File: config.mk
export PLATFORM = sky130hd
export DESIGN_NAME = chain_spi_regs
export DESIGN_NICKNAME = d
export VERILOG_FILES = /design/src/rtl/chain_spi_pkg.sv /design/src/rtl/chain_spi_sync.sv /design/src/rtl/chain_spi_ctrl.sv /design/src/rtl/chain_spi_dpath.sv /design/src/rtl/chain_spi_regs.sv
export SDC_FILE = /design/constraint.sdc
export NUM_CORES = 1
export LEC_CHECK = 0
export BUFFER_PORTS_ARGS = -buffer_cell sky130_fd_sc_hd__buf_2
export CAP_MARGIN = 20
export CELL_PAD_IN_SITES_DETAIL_PLACEMENT = 0
export CELL_PAD_IN_SITES_GLOBAL_PLACEMENT = 2
export CORE_MARGIN = 2
export CORE_UTILIZATION = 40
export CTS_CLUSTER_SIZE = 30
export DETAILED_ROUTE_END_ITERATION = 6
export PLACE_DENSITY_LB_ADDON = 0.1
export SLEW_MARGIN = 20
export SYNTH_ARGS = -nofsm -noshare
export SYNTH_HDL_FRONTEND = slang
export SYNTH_HIERARCHICAL = 1
export SYNTH_SLANG_ARGS = --single-unit
export TNS_END_PERCENT = 20
File: constraint.sdc
create_clock -name clk -period 3.33 [get_ports clk]
set_input_delay 0 -clock clk [delete_from_list [all_inputs] [get_ports clk]]
set_output_delay 0 -clock clk [all_outputs]
set_load 0.02 [all_outputs]
File: src/rtl/chain_spi_pkg.sv
package chain_spi_pkg;
  localparam int FRAME_W = 8;
  localparam int CNT_W   = $clog2(FRAME_W);
  localparam int NUM_CH  = 5;
  localparam int LED_CH  = 3;
  localparam int SEL_W   = 3;
  localparam int ADDR_W  = 2;
  localparam int DATA_W  = 5;

  typedef enum logic [ADDR_W-1:0] {
    REG_OUT   = 2'b00,
    REG_LOAD  = 2'b01,
    REG_HW    = 2'b10,
    REG_SENSE = 2'b11
  } reg_addr_e;

  localparam logic [SEL_W-1:0] SENSE_DEFAULT = '1;

  // strobes from control to datapath
  typedef struct packed {
    logic csLow;
    logic csFall;
    logic frameEnd;
    logic frameOk;
    logic sclkRise;
    logic sclkFall;
    logic siBit;
    logic seenRise;
    logic terFlag;
  } spi_strobes_t;
endpackage

File: src/rtl/chain_spi_sync.sv
module chain_spi_sync #(
  parameter int WIDTH = 1,
  parameter int STAGES = 2,
  parameter logic [WIDTH-1:0] RESET_VAL = '0
) (
  input  logic             clk,
  input  logic             rstN,
  input  logic [WIDTH-1:0] din,
  output logic [WIDTH-1:0] dout
);
  logic [WIDTH-1:0] stageQ [STAGES];

  for (genvar g = 0; g < STAGES; g++) begin : g_stage
    if (g == 0) begin : g_first
      always_ff @(posedge clk or negedge rstN) begin
        if (!rstN) stageQ[g] <= RESET_VAL;
        else       stageQ[g] <= din;
      end
    end else begin : g_next
      always_ff @(posedge clk or negedge rstN) begin
        if (!rstN) stageQ[g] <= RESET_VAL;
        else       stageQ[g] <= stageQ[g-1];
      end
    end
  end

  assign dout = stageQ[STAGES-1];
endmodule

File: src/rtl/chain_spi_ctrl.sv
module chain_spi_ctrl
  import chain_spi_pkg::*;
#(
  parameter int SYNC_STAGES = 2
) (
  input  logic         clk,
  input  logic         rstN,
  input  logic         csN,
  input  logic         sclk,
  input  logic         si,
  output spi_strobes_t stb
);
  logic [2:0] syncOut;
  logic csS, sclkS, siS;
  logic csPrev, sclkPrev;
  logic [CNT_W-1:0] bitCnt;
  logic anyBit, terQ, seenRiseQ;
  logic csFall, csRise, sclkRise, sclkFall, frameOk;

  chain_spi_sync #(
    .WIDTH(3), .STAGES(SYNC_STAGES), .RESET_VAL(3'b100)
  ) sync_i (
    .clk(clk), .rstN(rstN), .din({csN, sclk, si}), .dout(syncOut)
  );

  assign csS   = syncOut[2];
  assign sclkS = syncOut[1];
  assign siS   = syncOut[0];

  always_ff @(posedge clk or negedge rstN) begin
    if (!rstN) begin
      csPrev   <= 1'b1;
      sclkPrev <= 1'b0;
    end else begin
      csPrev   <= csS;
      sclkPrev <= sclkS;
    end
  end

  assign csFall   = csPrev & ~csS;
  assign csRise   = ~csPrev & csS;
  assign sclkRise = ~csS & ~sclkPrev & sclkS;
  assign sclkFall = ~csS & sclkPrev & ~sclkS;
  assign frameOk  = anyBit & (bitCnt == '0);

  always_ff @(posedge clk or negedge rstN) begin
    if (!rstN) begin
      bitCnt    <= '0;
      anyBit    <= 1'b0;
      terQ      <= 1'b1;
      seenRiseQ <= 1'b0;
    end else begin
      if (csFall) begin
        bitCnt    <= '0;
        anyBit    <= 1'b0;
        seenRiseQ <= 1'b0;
      end else begin
        if (sclkFall) begin
          bitCnt <= bitCnt + 1'b1;
          anyBit <= 1'b1;
        end
        if (sclkRise) seenRiseQ <= 1'b1;
      end
      if (csRise) terQ <= ~frameOk;
    end
  end

  always_comb begin
    stb.csLow    = ~csS;
    stb.csFall   = csFall;
    stb.frameEnd = csRise;
    stb.frameOk  = frameOk;
    stb.sclkRise = sclkRise;
    stb.sclkFall = sclkFall;
    stb.siBit    = siS;
    stb.seenRise = seenRiseQ;
    stb.terFlag  = terQ;
  end
endmodule

File: src/rtl/chain_spi_dpath.sv
module chain_spi_dpath
  import chain_spi_pkg::*;
(
  input  logic              clk,
  input  logic              rstN,
  input  spi_strobes_t      stb,
  input  logic              si,
  input  logic [NUM_CH-1:0] errFlags,
  input  logic              limpHome,
  input  logic              bypassMon,
  output logic              so,
  output logic              soOe,
  output logic [NUM_CH-1:0] outEn,
  output logic [LED_CH-1:0] ledMode,
  output logic              pwmMode,
  output logic              clrThermal,
  output logic [SEL_W-1:0]  senseSel
);
  logic [FRAME_W-1:0] shiftReg, respByte;
  logic               soBit;
  logic               pendRead;
  reg_addr_e          pendAddr;
  logic [DATA_W-1:0]  readVal;
  logic               cmdWrite, cmdRead, hwReset;
  reg_addr_e          cmdAddr;
  logic [DATA_W-1:0]  cmdData;

  assign cmdWrite = shiftReg[FRAME_W-1];
  assign cmdAddr  = reg_addr_e'(shiftReg[FRAME_W-2 -: ADDR_W]);
  assign cmdData  = shiftReg[DATA_W-1:0];
  assign cmdRead  = ~cmdWrite & (cmdData == '0);
  assign hwReset  = cmdWrite & (cmdAddr == REG_HW) & cmdData[4];

  always_comb begin
    readVal = '0;
    unique case (pendAddr)
      REG_OUT:   readVal = DATA_W'(outEn);
      REG_LOAD:  readVal = {2'b11, ledMode};
      REG_HW:    readVal = {2'b00, bypassMon, pwmMode, 1'b0};
      REG_SENSE: readVal = DATA_W'(senseSel);
      default:   readVal = '0;
    endcase
    if (pendRead) respByte = {stb.terFlag, pendAddr, readVal};
    else          respByte = {stb.terFlag, limpHome, 1'b0, DATA_W'(errFlags)};
  end

  always_ff @(posedge clk or negedge rstN) begin
    if (!rstN) begin
      shiftReg <= '0;
      soBit    <= 1'b0;
    end else begin
      if (stb.csFall)        shiftReg <= respByte;
      else if (stb.sclkFall) shiftReg <= {shiftReg[FRAME_W-2:0], stb.siBit};
      if (stb.sclkRise)      soBit <= shiftReg[FRAME_W-1];
    end
  end

  always_ff @(posedge clk or negedge rstN) begin
    if (!rstN) begin
      outEn      <= '0;
      ledMode    <= '0;
      pwmMode    <= 1'b0;
      senseSel   <= SENSE_DEFAULT;
      clrThermal <= 1'b0;
      pendRead   <= 1'b0;
      pendAddr   <= REG_OUT;
    end else begin
      clrThermal <= 1'b0;
      if (stb.frameEnd) begin
        pendRead <= 1'b0;
        if (stb.frameOk) begin
          if (hwReset) begin
            outEn    <= '0;
            ledMode  <= '0;
            pwmMode  <= 1'b0;
            senseSel <= SENSE_DEFAULT;
          end else if (cmdWrite) begin
            unique case (cmdAddr)
              REG_OUT:   outEn    <= cmdData[NUM_CH-1:0];
              REG_LOAD:  ledMode  <= cmdData[LED_CH-1:0];
              REG_HW: begin
                pwmMode    <= cmdData[1];
                clrThermal <= cmdData[0];
              end
              REG_SENSE: senseSel <= cmdData[SEL_W-1:0];
              default: ;
            endcase
          end else if (cmdRead) begin
            pendRead <= 1'b1;
            pendAddr <= cmdAddr;
          end
        end
      end
    end
  end

  assign soOe = stb.csLow;
  assign so   = soOe & (stb.seenRise ? soBit : (stb.terFlag | si));
endmodule

File: src/rtl/chain_spi_regs.sv
module chain_spi_regs
  import chain_spi_pkg::*;
#(
  parameter int SYNC_STAGES = 2
) (
  input  logic              clk,
  input  logic              rstN,
  input  logic              csN,
  input  logic              sclk,
  input  logic              si,
  output logic              so,
  output logic              soOe,
  input  logic [NUM_CH-1:0] errFlags,
  input  logic              limpHome,
  input  logic              bypassMon,
  output logic [NUM_CH-1:0] outEn,
  output logic [LED_CH-1:0] ledMode,
  output logic              pwmMode,
  output logic              clrThermal,
  output logic [SEL_W-1:0]  senseSel
);
  spi_strobes_t stb;

  chain_spi_ctrl #(.SYNC_STAGES(SYNC_STAGES)) ctrl_i (
    .clk(clk), .rstN(rstN), .csN(csN), .sclk(sclk), .si(si), .stb(stb)
  );

  chain_spi_dpath dpath_i (
    .clk(clk), .rstN(rstN), .stb(stb), .si(si),
    .errFlags(errFlags), .limpHome(limpHome), .bypassMon(bypassMon),
    .so(so), .soOe(soOe), .outEn(outEn), .ledMode(ledMode),
    .pwmMode(pwmMode), .clrThermal(clrThermal), .senseSel(senseSel)
  );
endmodule

==> reports/results.txt, run 1 <==
The run finished with clean final reports. The antenna diode count is 0. By area the synthesized netlist is led by dfrtp_1, dfstp_2, mux2_2. Sequential fraction of the synthesis area: 50.7%. For this configuration, the core starts out at a cell density of 41.4%. In this run the cell area of the synthesized design comes to 1940 um^2. At the end of routability-driven placement, the weighted congestion stood at 0.749.

The library cell with the highest instance count after synthesis was dfrtp_1. Number of cells on the critical path: 4. Global routing consumed, on the met2 layer, 23.8% of the routing resources. The critical path goes through and2b_2 > nand2_1 > nor4b_4 > mux2_2.

For the worst setup path, the data required time is 3500 ps. The flop and latch count out of synthesis was 39; the met1 track demand over resource was 26.3%. The tools report the clock sink count as 39. For this design the static power due to leakage is 0.975 nW. The number of enable-type register cells in the synthesized netlist was 0. Root buffer cell: clkbuf_8. The fraction of power spent switching nets is 33.0%. From synthesis to final layout, the design area changed by 13.0%.

IR analysis of the VDD net gives a maximum drop of 0.366 mV. The kind of cell with the highest combined delay along the critical path is simple AND/OR/NAND/NOR gates. Detailed placer's ending HPWL: 2.76 mm. Element type at the critical path start: a flip-flop. For this design the ratio of total power to cell area is 599 nW/um^2. The die width is 73.7 um, and the initial antenna violation count is 0. Worst min-delay path startpoint: limpHome.

The tools report the number of max-slew violations in the final report as 0. The endpoint type of the worst setup path is a flip-flop. The final period utilization was 60.2%; the floorplan die area was 5420 um^2. The biggest area contributor in the post-synthesis netlist is dfrtp_1. Global routing consumed, on the met3 layer, 2.88% of the routing resources. In this run the worst path has a maximum fanout of 8. The worst hold path passes through 3 cells. Number of nets still failing antenna checks after routing: 0. In the final layout, the share of cells above drive strength 1 is 32.8%. The core region is 4690 um^2. Of the total power, combinational logic draws 25.4%. By count the netlist is led by dfrtp_1, buf_4, mux2_2.

Path type of the worst setup path: reg2reg. The tools report the post-synthesis net count as 180. Top-level I/O count: 27.

The internal power is 880 uW. The most congested layer reported by global routing was met1. For the wire length reported by the detailed router, the log shows 3.95 mm. Clock-pin slew was measured on the worst setup and hold paths at 70 ps.

The first TritonRoute pass finished after 4 iterations. In this run the tightest slew margin relative to its limit is 43.3%. The later pin in the worst-skew pair is clocked with a latency of 290 ps. In the synthesized netlist the dominant register cell turns out to be dfrtp_1. Once the clock tree was built, the resizer swapped 0 gates to a different size.

Setup violations remaining at the end of the flow were counted as 0. A synthesized cell averages 11.7 um^2. Synthesis instantiated 44 different standard cells from the library.

Counting cells, the worst reg-to-reg path comes to 4. The area share of the largest cell type after synthesis was 41.3%; the overall overflow remaining after global route was 0. The fraction of power consumed by sequential logic was 51.3%; the worst clock skew was 7.96 ps. The clock period minus worst slack was 2010 ps; the number of cells produced by synthesis was 166. The logs give 40 for the largest net degree at the start of global routing and 5 for the number of buffers created by CTS.

The global routing usage summed across all routing layers was 17.0%; the delay of the slowest cell on the worst path was 610 ps. The number of global-route vias before repair came out at 1,335. The tools report the number of hold violations in the final report as 0. Excluding fillers, the count of instances in the completed layout stands at 243.

The setup total negative slack is 0 ps. Cell with the largest stage delay on the worst path: dfstp_2. The cell total after placement was 227; the number of input and output port buffers inserted was 26. The H-tree generated during clock tree synthesis spans 2 levels.

The final routed wire length divided by cell count works out to 16.3 um. Counting flops with an async set or reset pin after synthesis yields a share of 100%. The critical path starts at ctrl_i/sync_i/dout[2]. The tools report the violation count after the first detailed-route iteration as 70.

Summing over every cut layer, the via total after detailed routing is 1,270. In the routed layout, each cell is associated on average with a via count of 5.23. Of the total power, the clock network draws 23.3%.

TritonCTS built the clock tree. For this design the total switching power over the nets is 434 uW. The total number of nets in the final design was 202; the arrival time at the worst endpoint was 2180 ps. After detailed routing, the number of remaining DRC violations is 0. The die is 73.7 um tall.

The clock passes through at most 2 buffers. The first global-routing pass estimated 6.81 mm of wire. The Yosys step of the flow raised 6 warnings.

Together, buffers and inverters on the worst path number 0. Static timing analysis puts the maximum clock frequency at 499 MHz. Setup repair after global routing left no endpoint under its margin.

The number of maximum-capacitance violations is 0. The worst-margin pin slew was 851 ps. The run gives 450 as the layout filler cell count. The path class of the tightest hold or removal check is in2reg. The startpoint identified for the worst register-to-register timing path is ctrl_i/sync_i/dout[2].

For the total number of placement rows, the log shows 25.
[power by group through the flow]
stage	Sequential (mW)	Combinational, mW	Clock [mW]
after floorplan	0.716	0.184	0
after global placement	0.678	0.330	0
after detailed placement	0.683	0.330	0
after CTS	0.674	0.339	0.318
after global routing	0.691	0.366	0.346
final	0.674	0.334	0.306
[stage by stage]
step           setup slack [ps]  power [mW]  cell area (um^2)  util (%)  hold slack, ps
2_1_floorplan              1410       0.900              1940         -            -296
3_3_place_gp               1390        1.01              2020      43.1             110
3_5_place_dp               1300        1.01              2020      43.1             110
4_1_cts                    1280        1.33              2190      46.6            26.2
5_1_grt                    1160        1.40              2190      46.7            68.7
6_report                   1320        1.31              2190      46.7            22.7
[timing repair]
action / 4_1_cts / 5_1_grt
setup buffers: 0 / 0
endpoints found under the hold margin: 39 / 0
setup endpoints to repair: 0 / 0
hold buffers: 8 / 0
[path summary, 6_finish.rpt]
path,endpoint,slack (ps)
setup / recovery,dpath_i/outEn[1],1320
hold / removal,dpath_i/shiftReg[6],20
setup reg to reg,dpath_i/outEn[1],1320
hold reg to reg,ctrl_i/sync_i/dout[1],360
max in group asynchronous,ctrl_i/sclkPrev,2430
min in group asynchronous,dpath_i/shiftReg[2],360
[sequential cells by signal, indices dropped and copies added (netlist names)]
signal / cells
dpath_i/shiftReg: 8
dpath_i/outEn: 5
ctrl_i/bitCnt: 3
ctrl_i/sync_i/dout: 3
ctrl_i/sync_i/stageQ: 3
dpath_i/ledMode: 3
dpath_i/senseSel: 3
dpath_i/pendAddr: 2
ctrl_i/anyBit: 1
ctrl_i/csPrev: 1
ctrl_i/sclkPrev: 1
ctrl_i/seenRiseQ: 1
ctrl_i/terQ: 1
dpath_i/clrThermal: 1
dpath_i/pendRead: 1
dpath_i/pwmMode: 1
dpath_i/soBit: 1
[logic make-up (layout without fill, tap and decap cells)]
kind of cell | Yosys count | in the layout | synth area share, %
and+or+nand+nor | 46 | 46 | 16.2
DFF | 39 | 39 | 50.7
AOI/OAI and AO/OA | 30 | 30 | 10.8
buffers and inverters | 27 | 50 | 7.54
muxes | 22 | 22 | 13.3
adders and majority gates | 2 | 2 | 1.29
[per-layer routing]
metal	vias up	share of wire (%)
met2	18	44
met4	0	0.94
met1	625	52
met3	4	2.7
li1	623	-
met5	-	0
[layout by cell type, fill, tap and decap left out, types with 2 or more instances in the layout]
master / count
mux4_2: 2
dfstp_2: 7
and2b_2: 2
dfrtp_1: 32
a21o_1: 2
a31oi_1: 2
o211ai_1: 5
nand2_1: 7
dlygate4sd3_1: 8
buf_2: 26
nor2_1: 8
o21ai_0: 6
nand3b_1: 3
ha_1: 2
mux2_2: 11
nor2b_1: 4
nand2b_1: 2
inv_1: 8
a211oi_1: 3
mux2i_1: 9
nand3_1: 6
a21oi_1: 3
and2_1: 3
o22a_1: 3
clkbuf_8: 5
[final cells by class]
type,instances,area (um^2),share of cell area (%)
sequential,39,985,44.9
multi-input combinational,100,816,37.2
timing repair buffer,34,210,9.58
clock buffer,6,72.6,3.31
tap,54,67.6,3.08
inverter,8,30.0,1.37
clock inverter,2,12.5,0.570
[worst min-delay path, cell delays in order]
cell and delay (ps):
buf_2 80, mux2i_1 50, a21oi_1 130
No activity file was read; power rests on OpenSTA's default activity.
==> inputs of run 2 (changes only) <==
--- a/config.mk
+++ b/config.mk
@@ -10,7 +10,7 @@
 export CELL_PAD_IN_SITES_DETAIL_PLACEMENT = 0
 export CELL_PAD_IN_SITES_GLOBAL_PLACEMENT = 2
 export CORE_MARGIN = 2
-export CORE_UTILIZATION = 40
+export CORE_UTILIZATION = 37
 export CTS_CLUSTER_SIZE = 30
 export DETAILED_ROUTE_END_ITERATION = 6
 export PLACE_DENSITY_LB_ADDON = 0.1
==> constraint.sdc (replaced) <==
create_clock -name clk -period 2 [get_ports clk]
set_input_delay 0 -clock clk [delete_from_list [all_inputs] [get_ports clk]]
set_output_delay 0 -clock clk [all_outputs]
set_load 0.02 [all_outputs]
==> reports/results.txt, run 2 (synthesis results as in run 1) <==
The flow ran to the end, and the final reports show no timing, DRC or antenna violations. The number of maximum-capacitance violations was 0 (unchanged). The antenna diode count is 0 (unchanged), and the total number of H-tree levels is 2 (unchanged). The overall overflow remaining after global route came out at 0 (unchanged). Leaving out fill and tap cells, the most frequent cells in the layout are dfrtp_1, buf_2, mux2_2. Cell with the largest stage delay on the worst path: dfrtp_1. The logs give 5070 um^2 (+8.2%) for the area of the core and 208 (+3.0%) for the total number of nets in the final design. The run gives 2 (unchanged) as the number of buffers on the longest clock path. The setup-violating endpoint count in the final report is 0 (unchanged).

The tools report the effective utilization at floorplan as 38.2% (-3.1 points). The final period utilization is 93.3% (+33 points), and the first-pass GRT wire length is 7.67 mm (+13%). Relative to the synthesized area, the layout overhead comes to 16.0%. Number of buffers and inverters on the critical path: 1 (+1). The residual DRC count came out at 0 (unchanged). The number of flip-flops under the largest register name was 8 (unchanged). Detailed-routing iteration count for the pre-antenna-repair pass: 4 (unchanged).

TritonCTS built the clock tree. The path depth of the worst reg2reg path is 6 (+2). The wire length on met3 is 150 um (+42%). The maximum frequency from static timing analysis came out at 536 MHz (+7.5%).

The initial antenna violation count came out at 0 (unchanged). The tools report the register cell area after layout as 985 um^2 (unchanged). The tools report the wire length reported by the detailed router as 4.47 mm (+13%).

The maximum resistive drop on vdd is 0.404 mV (+10%), and the post-CTS setup repair buffer count is 0 (unchanged). The post-detailed-route via-to-cell ratio came out at 5.06 (-3.1%). Number of nets still failing antenna checks after routing: 0 (unchanged). The die width was 76.4 um (+3.8%); the clock slew seen by the registers of the worst setup and hold paths was 80 ps (about the same). STA classifies the critical path startpoint as a flip-flop. Max-slew headroom at the worst pin: 42.4% (-0.87 points). The largest net degree at the start of global routing was 40 (unchanged); the power density of the placed cells was 980 nW/um^2 (+64%). The critical path goes through inv_1 > ha_1 > and3b_1 > nand2_2 > nor4b_4 > mux2_2.

Number of input and output port buffers inserted: 26 (unchanged). The layout filler cell count is 513 (+14%), and the wire length on met1 is 1.95 mm (-5.4%). The total number of placement rows was 26 (+4.0%); the area taken by multi-input logic gates was 812 um^2 (-0.46%). The top routing layer in use was met4.

For the worst clock skew, the log shows 8.63 ps (+0.669 ps). In this run the most critical hold path is launched from limpHome. The worst flop-to-flop path startpoint is ctrl_i/bitCnt[0]. The clock period minus worst slack was 1870 ps (-139 ps). The tools report the root buffer cell as clkbuf_8. The number of global-route vias before repair is 1,449 (+8.5%), and the worst-case setup slack after placement is 106 ps (-1190 ps).

The tools report the clock sink count as 39 (unchanged). The largest registers in the layout are dpath_i/shiftReg x8, dpath_i/outEn x5. The overall die height is 76.4 um (+3.8%). The family with the most delay on the worst path is simple AND/OR/NAND/NOR gates.

The largest fanout on the critical path is 7 (-1). The worst-case hold path end point is dpath_i/shiftReg[6]. The run gives 2.31 mm (+32%) as the met2 routed wirelength. The logs give 1.00 nW (+3.1%) for the leakage power and 290 ps (about the same) for the clock latency reported for the late side of the worst-skew pair.

Arrival time at the worst endpoint: 2040 ps (-140 ps). The floorplan die area was 5840 um^2 (+7.7%); the share of final-layout standard cells stronger than drive strength 1 was 34.9% (+2.1 points). The setup total negative slack was 0 ps (unchanged).

Number of max-slew violations in the final report: 0 (unchanged). The number of hold violations in the final report is 0 (unchanged). STA classifies the critical path endpoint as a flip-flop.

The tools report the register-to-register setup slack as 130 ps (-1190 ps). The path type of the worst setup path was reg2reg. For the detailed placer's ending HPWL, the log shows 3.02 mm (+9.6%). In this run the critical register-to-register path is captured at dpath_i/outEn[0].

The min-delay analysis places its worst path in the category in2reg. The detailed-route via count came out at 1,342 (+5.7%). The violation count after the first detailed-route iteration is 100 (+43%). The run gives 2180 ps (-1320 ps) as the required time of the critical path. The global placement routability congestion was 0.759 (+1.4%); the worst-margin pin slew was 864 ps (+13.1 ps). Setup repair after global routing left no endpoint under its margin. The tools report the global routing usage summed across all routing layers as 16.9% (-0.053 points). The final routed wire length divided by cell count is 16.8 um (+3.7%).

The delay of the slowest cell on the worst path is 400 ps (-210 ps), and the number of instances on the worst hold path is 3 (unchanged). The logs give 5 (unchanged) for the number of buffers created by CTS and 133 ps (-1190 ps) for the smallest setup slack after layout. The top-level I/O count is 27 (unchanged). Register with the most flip-flops: dpath_i/shiftReg.

The commonest non-fill, non-tap cell in the layout is dfrtp_1.
==> run 2: how the worst max path moves through the flow <==
stage | from | to | slack, ps | cells past startpoint
after floorplan | ctrl_i/sync_i/dout[2] | dpath_i/outEn[0] | 80 | 6
final | ctrl_i/bitCnt[0] | dpath_i/outEn[0] | 130 | 6
after detailed placement | ctrl_i/sync_i/dout[2] | dpath_i/outEn[2] | 110 | 4
after global placement | ctrl_i/bitCnt[0] | dpath_i/outEn[2] | 160 | 6
after global routing | ctrl_i/bitCnt[0] | dpath_i/outEn[3] | 20 | 7
after CTS | ctrl_i/bitCnt[0] | dpath_i/outEn[0] | 70 | 6
==> run 2: repair_timing <==
| item | in CTS | in global routing |
|---|---|---|
| hold endpoints to repair | 39 | 0 |
| hold buffers | 8 | 0 |
| resized for setup | 0 | 1 |
| setup endpoints to repair | 0 | 5 |
==> run 2: routing by layer <==
layer / vias to the layer above / global-route usage, %
li1: 634 / -
met1: 672 / 20.6
met2: 30 / 29.8
met3: 6 / 4.03
met4: 0 / 4.91
met5: - / 0
==> run 2: report_power, final <==
group / total (mW) / switching [mW] / internal, mW
combinational: 0.585 / 0.315 / 0.269
sequential: 1.11 / 0.150 / 0.963
clock: 0.509 / 0.264 / 0.245
==> run 2: area by class of cell <==
cell class	instances	area share [%]
Sequential cell	39	43.7
Multi-Input combinational cell	100	36.1
Timing Repair Buffer	40	11.3
Tap cell	70	3.89
Clock buffer	7	3.39
Inverter	8	1.33
Clock inverter	1	0.222
==> run 2: stage by stage <==
stage          instances  util, %  total power, mW  instance area [um^2]  hold WS [ps]
2_1_floorplan        166        -             1.50                  1940          -296
6_report             265     44.4             2.21                  2250          6.19
4_1_cts              265     44.3             2.24                  2250          2.30
5_1_grt              265     44.4             2.35                  2250          3.06
3_5_place_dp         249     41.1             1.70                  2090           107
3_3_place_gp         249     41.1             1.69                  2090           107
==> run 2: worst register-to-register path, delay by kind of cell (launching register included) <==
| kind | cells | cell delay [ps] |
|---|---|---|
| AND/OR/NAND/NOR | 3 | 770 |
| flip-flops | 1 | 400 |
| multiplexers | 1 | 390 |
| adder cells (fa/ha/maj) | 1 | 130 |
| buffers and inverters | 1 | 70 |
